File: src/rtl/prc_pkg.sv
package prc_pkg;
  localparam int PAGE_W  = 14;
  localparam int PAGE_SH = 12;
  localparam int BLK_SH  = 16;
  localparam int ADDR_W  = PAGE_W + PAGE_SH;
  localparam int EXT_W   = ADDR_W + 1;
  localparam int LEN_W   = 6;
  localparam int RNG_W   = 32;

  typedef enum logic [1:0] {
    ACC_READ      = 2'd0,
    ACC_WRITE     = 2'd1,
    ACC_ERASE_4K  = 2'd2,
    ACC_ERASE_64K = 2'd3
  } acc_kind_e;

  typedef struct packed {
    acc_kind_e          kind;
    logic [ADDR_W-1:0]  addr;
    logic [LEN_W-1:0]   len;
  } acc_req_t;
endpackage

File: src/rtl/prc_range_regs.sv
module prc_range_regs
  import prc_pkg::*;
#(
  parameter int NUM_RNG = 6,
  parameter int IDX_W   = 3
) (
  input  logic                            clk,
  input  logic                            rst_n,
  input  logic                            lock_i,
  input  logic                            wr_en,
  input  logic [IDX_W-1:0]                wr_idx,
  input  logic [RNG_W-1:0]                wr_data,
  input  logic [IDX_W-1:0]                rd_idx,
  output logic [RNG_W-1:0]                rd_data,
  output logic                            locked_o,
  output logic [NUM_RNG-1:0][PAGE_W-1:0]  base_o,
  output logic [NUM_RNG-1:0][PAGE_W-1:0]  lim_o,
  output logic [NUM_RNG-1:0]              rd_prot_o,
  output logic [NUM_RNG-1:0]              wr_prot_o
);
  logic frozen;
  logic rsvd_unused;

  assign frozen      = locked_o | lock_i;
  assign rsvd_unused = ^{wr_data[30], wr_data[14]};

  always_ff @(posedge clk or negedge rst_n) begin
    if (!rst_n)      locked_o <= 1'b0;
    else if (lock_i) locked_o <= 1'b1;
  end

  for (genvar g = 0; g < NUM_RNG; g++) begin : g_rng
    always_ff @(posedge clk or negedge rst_n) begin
      if (!rst_n) begin
        base_o[g]    <= '0;
        lim_o[g]     <= '0;
        rd_prot_o[g] <= 1'b0;
        wr_prot_o[g] <= 1'b0;
      end else if (wr_en && !frozen && (wr_idx == IDX_W'(g))) begin
        base_o[g]    <= wr_data[PAGE_W-1:0];
        lim_o[g]     <= wr_data[16 +: PAGE_W];
        rd_prot_o[g] <= wr_data[15];
        wr_prot_o[g] <= wr_data[31];
      end
    end
  end

  always_comb begin
    rd_data = '0;
    for (int i = 0; i < NUM_RNG; i++) begin
      if (rd_idx == IDX_W'(i))
        rd_data = {wr_prot_o[i], 1'b0, lim_o[i], rd_prot_o[i], 1'b0, base_o[i]};
    end
  end
endmodule

File: src/rtl/prc_span_calc.sv
module prc_span_calc
  import prc_pkg::*;
(
  input  acc_kind_e          kind,
  input  logic [ADDR_W-1:0]  addr,
  input  logic [LEN_W-1:0]   len,
  output logic [EXT_W-1:0]   lo,
  output logic [EXT_W-1:0]   hi,
  output logic               need_wr
);
  always_comb begin
    unique case (kind)
      ACC_ERASE_4K: begin
        lo = {1'b0, addr[ADDR_W-1:PAGE_SH], {PAGE_SH{1'b0}}};
        hi = {1'b0, addr[ADDR_W-1:PAGE_SH], {PAGE_SH{1'b1}}};
      end
      ACC_ERASE_64K: begin
        lo = {1'b0, addr[ADDR_W-1:BLK_SH], {BLK_SH{1'b0}}};
        hi = {1'b0, addr[ADDR_W-1:BLK_SH], {BLK_SH{1'b1}}};
      end
      default: begin
        lo = {1'b0, addr};
        hi = {1'b0, addr} + EXT_W'(len);
      end
    endcase
  end

  assign need_wr = (kind != ACC_READ);
endmodule

File: src/rtl/prc_range_match.sv
module prc_range_match
  import prc_pkg::*;
#(
  parameter int NUM_RNG = 6
) (
  input  logic [NUM_RNG-1:0][PAGE_W-1:0]  base_i,
  input  logic [NUM_RNG-1:0][PAGE_W-1:0]  lim_i,
  input  logic [NUM_RNG-1:0]              rd_prot_i,
  input  logic [NUM_RNG-1:0]              wr_prot_i,
  input  logic [EXT_W-1:0]                lo_i,
  input  logic [EXT_W-1:0]                hi_i,
  input  logic                            need_wr_i,
  output logic                            blocked_o
);
  logic [NUM_RNG-1:0] hit;

  for (genvar g = 0; g < NUM_RNG; g++) begin : g_cmp
    logic [EXT_W-1:0] r_lo;
    logic [EXT_W-1:0] r_hi;
    logic             en;
    assign r_lo   = {1'b0, base_i[g], {PAGE_SH{1'b0}}};
    assign r_hi   = {1'b0, lim_i[g],  {PAGE_SH{1'b1}}};
    assign en     = need_wr_i ? wr_prot_i[g] : rd_prot_i[g];
    assign hit[g] = en && (base_i[g] <= lim_i[g]) && (lo_i <= r_hi) && (hi_i >= r_lo);
  end

  assign blocked_o = |hit;
endmodule

File: src/rtl/prc_checker_top.sv
module prc_checker_top
  import prc_pkg::*;
#(
  parameter  int NUM_RNG = 6,
  localparam int IDX_W   = $clog2(NUM_RNG)
) (
  input  logic              clk,
  input  logic              rst_n,
  input  logic              lock_i,
  input  logic              cfg_we,
  input  logic [IDX_W-1:0]  cfg_idx,
  input  logic [RNG_W-1:0]  cfg_wdata,
  input  logic [IDX_W-1:0]  cfg_ridx,
  output logic [RNG_W-1:0]  cfg_rdata,
  input  logic              req_valid,
  output logic              req_ready,
  input  logic [1:0]        req_kind,
  input  logic [ADDR_W-1:0] req_addr,
  input  logic [LEN_W-1:0]  req_len,
  output logic              go_valid,
  input  logic              go_ready,
  output logic [1:0]        go_kind,
  output logic [ADDR_W-1:0] go_addr,
  output logic [LEN_W-1:0]  go_len,
  output logic              acc_err
);
  logic [NUM_RNG-1:0][PAGE_W-1:0] rng_base;
  logic [NUM_RNG-1:0][PAGE_W-1:0] rng_lim;
  logic [NUM_RNG-1:0]             rng_rd;
  logic [NUM_RNG-1:0]             rng_wr;
  logic                           locked_q;

  acc_req_t         req_in;
  acc_req_t         stg_q;
  logic             stg_v;
  logic             stg_blk;
  logic [EXT_W-1:0] span_lo;
  logic [EXT_W-1:0] span_hi;
  logic             need_wr;
  logic             blocked;
  logic             accept;
  logic             drain;

  prc_range_regs #(.NUM_RNG(NUM_RNG), .IDX_W(IDX_W)) regs_i (
    .clk       (clk),
    .rst_n     (rst_n),
    .lock_i    (lock_i),
    .wr_en     (cfg_we),
    .wr_idx    (cfg_idx),
    .wr_data   (cfg_wdata),
    .rd_idx    (cfg_ridx),
    .rd_data   (cfg_rdata),
    .locked_o  (locked_q),
    .base_o    (rng_base),
    .lim_o     (rng_lim),
    .rd_prot_o (rng_rd),
    .wr_prot_o (rng_wr)
  );

  assign req_in = '{kind: acc_kind_e'(req_kind), addr: req_addr, len: req_len};

  prc_span_calc span_i (
    .kind    (req_in.kind),
    .addr    (req_in.addr),
    .len     (req_in.len),
    .lo      (span_lo),
    .hi      (span_hi),
    .need_wr (need_wr)
  );

  prc_range_match #(.NUM_RNG(NUM_RNG)) match_i (
    .base_i    (rng_base),
    .lim_i     (rng_lim),
    .rd_prot_i (rng_rd),
    .wr_prot_i (rng_wr),
    .lo_i      (span_lo),
    .hi_i      (span_hi),
    .need_wr_i (need_wr),
    .blocked_o (blocked)
  );

  assign drain     = stg_v && (stg_blk || go_ready);
  assign req_ready = !stg_v || drain;
  assign accept    = req_valid && req_ready;

  always_ff @(posedge clk or negedge rst_n) begin
    if (!rst_n) begin
      stg_v   <= 1'b0;
      stg_blk <= 1'b0;
      stg_q   <= '0;
    end else if (accept) begin
      stg_v   <= 1'b1;
      stg_blk <= blocked;
      stg_q   <= req_in;
    end else if (drain) begin
      stg_v   <= 1'b0;
      stg_blk <= 1'b0;
    end
  end

  assign go_valid = stg_v && !stg_blk;
  assign acc_err  = stg_v && stg_blk;
  assign go_kind  = stg_q.kind;
  assign go_addr  = stg_q.addr;
  assign go_len   = stg_q.len;
endmodule

File: config.mk
export PLATFORM = sky130hd
export DESIGN_NAME = prc_checker_top
export DESIGN_NICKNAME = d
export VERILOG_FILES = /design/src/rtl/prc_pkg.sv /design/src/rtl/prc_range_regs.sv /design/src/rtl/prc_span_calc.sv /design/src/rtl/prc_range_match.sv /design/src/rtl/prc_checker_top.sv
export SDC_FILE = /design/constraint.sdc
export NUM_CORES = 1
export LEC_CHECK = 0
export ABC_AREA = 1
export ABC_CLOCK_PERIOD_IN_PS = 1810
export BUFFER_PORTS_ARGS = -buffer_cell sky130_fd_sc_hd__buf_2
export CAP_MARGIN = 15
export CORE_MARGIN = 4
export CORE_UTILIZATION = 42
export DETAILED_ROUTE_END_ITERATION = 12
export SLEW_MARGIN = 10
export SYNTH_ARGS = -nofsm -noshare
export SYNTH_HDL_FRONTEND = slang
export SYNTH_SLANG_ARGS = --single-unit
File: constraint.sdc
create_clock -name clk -period 1.81 [get_ports clk]
set_clock_uncertainty 0.2 [all_clocks]
set_input_delay 0.181 -clock clk [delete_from_list [all_inputs] [get_ports clk]]
set_output_delay 0.181 -clock clk [all_outputs]
set_load 0.05 [all_outputs]
---- After elaboration in Yosys (flattened, before gate mapping) ----
Cells that the tools add are included.
storage, ports and cells
  bits in registers ....................... 217
  input bits .............................. 78
  output and inout port bits .............. 69
  logic and storage cells ................. 118
cells by class
  add/subtract/negate cells ............... 1
  order comparisons ....................... 18
  eq/ne operators ......................... 12
  muxes and demuxes ....................... 17
  bitwise operators ....................... 1
  reductions and logical operators ........ 39
operators with widths
  cell                count
  $mux 32             6
  $ge 27x26->1        6
  $le 26x26->1        6
  $le 14x14->1        6
  $pmux 27 s2         1
  $pmux 16 s2         1
  $logic_and 1x1->1   29
  $add 26x6->27       1
  $eq 3x2->1 const B  4
  $eq 3x3->1 const B  4
  $mux 1              9
  $eq 3x1->1 const B  2
  $logic_not 3->1     2
  $reduce_or 6->1     1
  $eq 2x2->1 const B  2
  $reduce_bool 2->1   2
  $logic_not 1->1     3
  $logic_or 1x1->1    2
  $or 1x1->1          1

---- Logic depth before layout (Yosys ltp) ----
  word-level depth ........................ 7
  mapped depth ............................ 31
  gate-level depth less buffers ........... 31

---- Modules after synthesis ----
A second synthesis with hierarchy kept.
unflattened totals
  cell total of the unflattened synthesis .. 2623
  area total of the unflattened synthesis .. 18335.1 um2
modules (own cells, without submodules)
  module           instances  cells each  area an instance (um2)  seq. area each (um2)
  prc_range_regs   1          964         8221.6                  4529.3
  prc_range_match  1          1231        7329.5                  0.0
  prc_checker_top  1          161         1503.9                  900.9
  prc_span_calc    1          267         1280.0                  0.0

---- Least setup slack after synthesis ----
Ideal clock, no wire load.
  path kind ............................... input to register
  start ................................... input port req_addr[0]
  end ..................................... register stg_blk
  setup time .............................. 117 ps
  arrival ................................. 3325 ps
  data required time ...................... 1493 ps
  path slack .............................. -1832 ps
  cell stages on the path ................. 27
  buffers on the path ..................... 0
  cell sequence ........................... ha_1 > inv_1 > fa_1 > inv_1 > nand2_1 > nand2_4 > nand3_2 > nand2_4 > nand2_4 > nor2_4 > nand2_2 > or3_4 > nor4_4 > xor2_1 > ha_1 > nand2_1 > inv_1 > o21ai_0 > nand3b_1 > nor2_1 > o21ai_1 > nand2_1 > nand2_1 > nor2_1 > nand2_1 > nand2_1 > nand2_1
between the ends
  word-level cells in the longest chain between the ends .. 6
  elaborated cells on any way between the ends .. 29
  classes of those cells .................. 1 x add/sub; 12 x order compare; 3 x mux; 13 x reduce/logical
RTL lines
  what                                                      line                                        text
  from (decl)                                               prc_checker_top.sv:18                       input logic [ADDR_W-1:0] req_addr,
  $add 26x6->27 / $pmux 16 s2 (equally long branches)       prc_span_calc.sv:23, prc_span_calc.sv:12
  $pmux 27 s2 / $le 26x26->1 (equally long branches)        prc_span_calc.sv:12, prc_range_match.sv:24
  $ge 27x26->1 / $logic_and 1x1->1 (equally long branches)  prc_range_match.sv:24                       assign hit[g] = en && (base_i[g] <= lim_i[g]) && (lo_i <= r_hi) && (hi_i >= r_lo);
  $logic_and 1x1->1                                         prc_range_match.sv:24
  $reduce_or 6->1 *                                         prc_range_match.sv:27                       assign blocked_o = |hit;
  $mux 1 *                                                  prc_checker_top.sv:91                       end else if (accept) begin
  to (signal assigned)                                      prc_checker_top.sv:93                       stg_blk <= blocked;
  to (decl)                                                 prc_checker_top.sv:36                       logic stg_blk;
Mark *: on every way between the ends. The rest lies on a longest branch, timed or not.
A chain may end at the register's enable or synchronous reset.

---- Worst setup path in the final report ----
Same ends and word-level chain as after synthesis.

==> run metrics <==
status complete, but fails checks; violated checks negative setup slack; Fin Setup TNS -48430 ps; Area growth syn-to-layout 65.5%; count leader, synth nand2_1; initial antenna violation count 1; xor and xnor area share after synthesis 0.00585; share of the synthesized area in the top cell type 0.330; Die ar. 0.0424 mm2; CP Data Arrival Time 3660 ps; slowest CP cell or3_4; final count of negative-setup-slack endpoints between 200 and 250; Crit Reg-Reg Startpoint regs_i.lim_o[7]$_DFFE_PN0P_; CP max FO 4; final critical-path required period around 3300 ps; number of global-route vias before repair roughly 18000; Util after Layout 0.704; simple-gate share of the synthesized area 0.212; CTS max path bufs 3; chip width ~200 um; Unique masters post-synth 46; EDFF count, synth 0; TritonCTS Sinks approximately 220; Initial DRC Count roughly 2500; Crit path max-delay family simple AND/OR/NAND/NOR gates; YS warnings 0; Worst VDD drop just under 900 uV; clk slew on worst S/H paths roughly 70 ps; Core ar. between 0.03 and 0.04 mm2; maximum number of pins on one net before global-route repair about 60; Worst-Margin Slew 822 ps; first-pass GRT wire length between 100000 and 150000 um; Compound-Gate Fraction of Synth Area 0.167; synth top area cells dfrtp_1, ha_1, nand2_1, o21ai_0, inv_1; TritonCTS clock tree built; Slew HR 0.450; Cell Count, Final, Fillers Out ~3400; maxcap violations 0; static leakage ~0.013 uW; Cell Area, Synth 0.0165 mm2; GRT overflow 0; CP endpoint kind register; Mapped Avg Cell Area 7.51 um2; cells after synthesis roughly 2200; R2R Setup Slk -1080 ps; Post-synth top cells nand2_1, inv_1, o21ai_0; GPL Wtd Cong a little under 1; WL met2 40500 um; Ports 147; Pwr Density between 500 and 600 mW/mm2; GRT Total Usage 0.366; Post-Synth Adder-Cell Area 0.197; highest routed metal layer met4; required time worst endpoint 2130 ps; met3 wire len 11200 um; WS Path Type in2reg; initial core utilization 0.425; Detailed Route WL 94400 um; DR WL/cell approximately 27 um; crit-path max cell delay roughly 410 ps; DP HPWL 61700 um; DRC Markers 0; final slew viol count 0; hold worst-path end go_addr[20]$_DFFE_PN0P_; Hold Crit Start req_addr[20]; FMAX between 200 and 300 MHz; hold crit path type in2reg; layout cells sized above 1 0.422; Worst Reg-to-Reg Cells 20; final hold vios 0; M1 wire length between 30000 and 40000 um; RSZ-0062 raised after global routing yes; crit-path most repeated cell nand2_1; Worst Path Buf+Inv 4; CTS root buf clkbuf_16; via density per instance 5.83; hold depth 4; Final WS setup -1530 ps; Worst R2R End stg_blk$_DFFE_PN0P_; Inserted Clock Buffers 27; via count 20100; Skew-Pair Late Insertion Delay ~600 ps; CP startpoint req_addr[0]; nets 3247; CTS H-tree lvls 1; antenna viol nets, final 0; Post-synth ARST share 1.00; period utilization 1.85; register area share after synthesis 0.330; num rows slightly above 70; largest area contributor in the netlist dfrtp_1; PortBufs roughly 140; placed instance count 3249; post-synthesis mux area share 0.000684; DR pass1 iterations 6; #FFs+latches synth ~220; Die H between 200 and 250 um; Synth Flop Type dfrtp_1; largest family of logic cells by synthesized area simple AND/OR/NAND/NOR gates; startpoint types input pin
-- where the power goes --
group	internal [uW]	switching (uW)
combinational	1690	2710
clock	3540	2470
sequential	5040	160
total	10300	5340
-- worst max-delay path by stage --
stage / to / depth (start not counted) / slack [ps]
after detailed placement: stg_blk$_DFFE_PN0P_ / 29 / -2240
after CTS: stg_blk$_DFFE_PN0P_ / 29 / -1530
after global routing: stg_blk$_DFFE_PN0P_ / 29 / -1810
after floorplan: stg_blk$_DFFE_PN0P_ / 27 / -1750
final: stg_blk$_DFFE_PN0P_ / 29 / -1530
after global placement: stg_blk$_DFFE_PN0P_ / 29 / -2200
-- flip-flops by register name (all words and copies together) (netlist names) --
| signal | flops |
|---|---|
| regs_i.base_o | 84 |
| regs_i.lim_o | 84 |
| go_addr | 26 |
| go_len | 6 |
| regs_i.rd_prot_o | 6 |
| regs_i.wr_prot_o | 6 |
| go_kind | 2 |
| regs_i.locked_o | 1 |
| stg_blk | 1 |
| stg_v | 1 |
-- cell usage in the layout (no fill, tap or decap), drive strengths merged, types with 25 or more instances in the layout --
cell type    instances
ha                 258
dlygate4sd3         65
nand4               38
a21oi              122
dfrtp              217
a211oi              25
nor2               156
nand3               80
o221ai              26
o22ai               35
inv                312
o21ai              268
nand2              512
clkbuf              57
buf                665
-- worst min-delay path, stage by stage --
cell and delay [ps]:
buf_2 140, inv_1 170, buf_4 190, o21ai_0 90
-- cell families after synthesis --
family	count (synthesis)
adder cells (fa/ha/maj)	259
multiplexers	1
XOR/XNOR	11
flip-flops	217
AND/OR/NAND/NOR	827
AO/OA/AOI/OAI	498
other	1
buffers and inverters	378
-- layout make-up --
type | count | area, um2
clock inverters | 15 | 215
clock buffers | 34 | 752
flip-flops and latches | 217 | 5440
diodes | 1 | 2.50
fillers | 3064 | 11500
repair buffers | 753 | 7010
inverters | 313 | 1250
well taps | 518 | 648
multi-input cells | 1598 | 12000
-- per-stage QoR --
step	setup slack [ps]	total power, uW	instance area [um2]	hold WS [ps]
global route	-1810	16100	27300	55.0
global placement	-2200	9030	21800	-103
detailed placement	-2240	9090	21800	-106
finish	-1530	15600	27300	49.2
CTS	-1530	15300	24500	8.96
floorplan	-1750	7150	16900	-315
-- per-layer routing --
metal | up-vias | track usage
met2 | 1308 | 0.598
met5 | - | 0
met4 | 0 | 0.139
li1 | 8861 | -
met3 | 437 | 0.0512
met1 | 9509 | 0.496
-- repair_timing --
item,4_1_cts,5_1_grt
pin swaps,69,86
hold endpoints to repair,429,0
buffers inserted,25,28
gates cloned,1,38
gates resized for setup,258,683
hold buffers,66,0
setup endpoints to repair,73,215
Power figures use the tool's default switching activity.
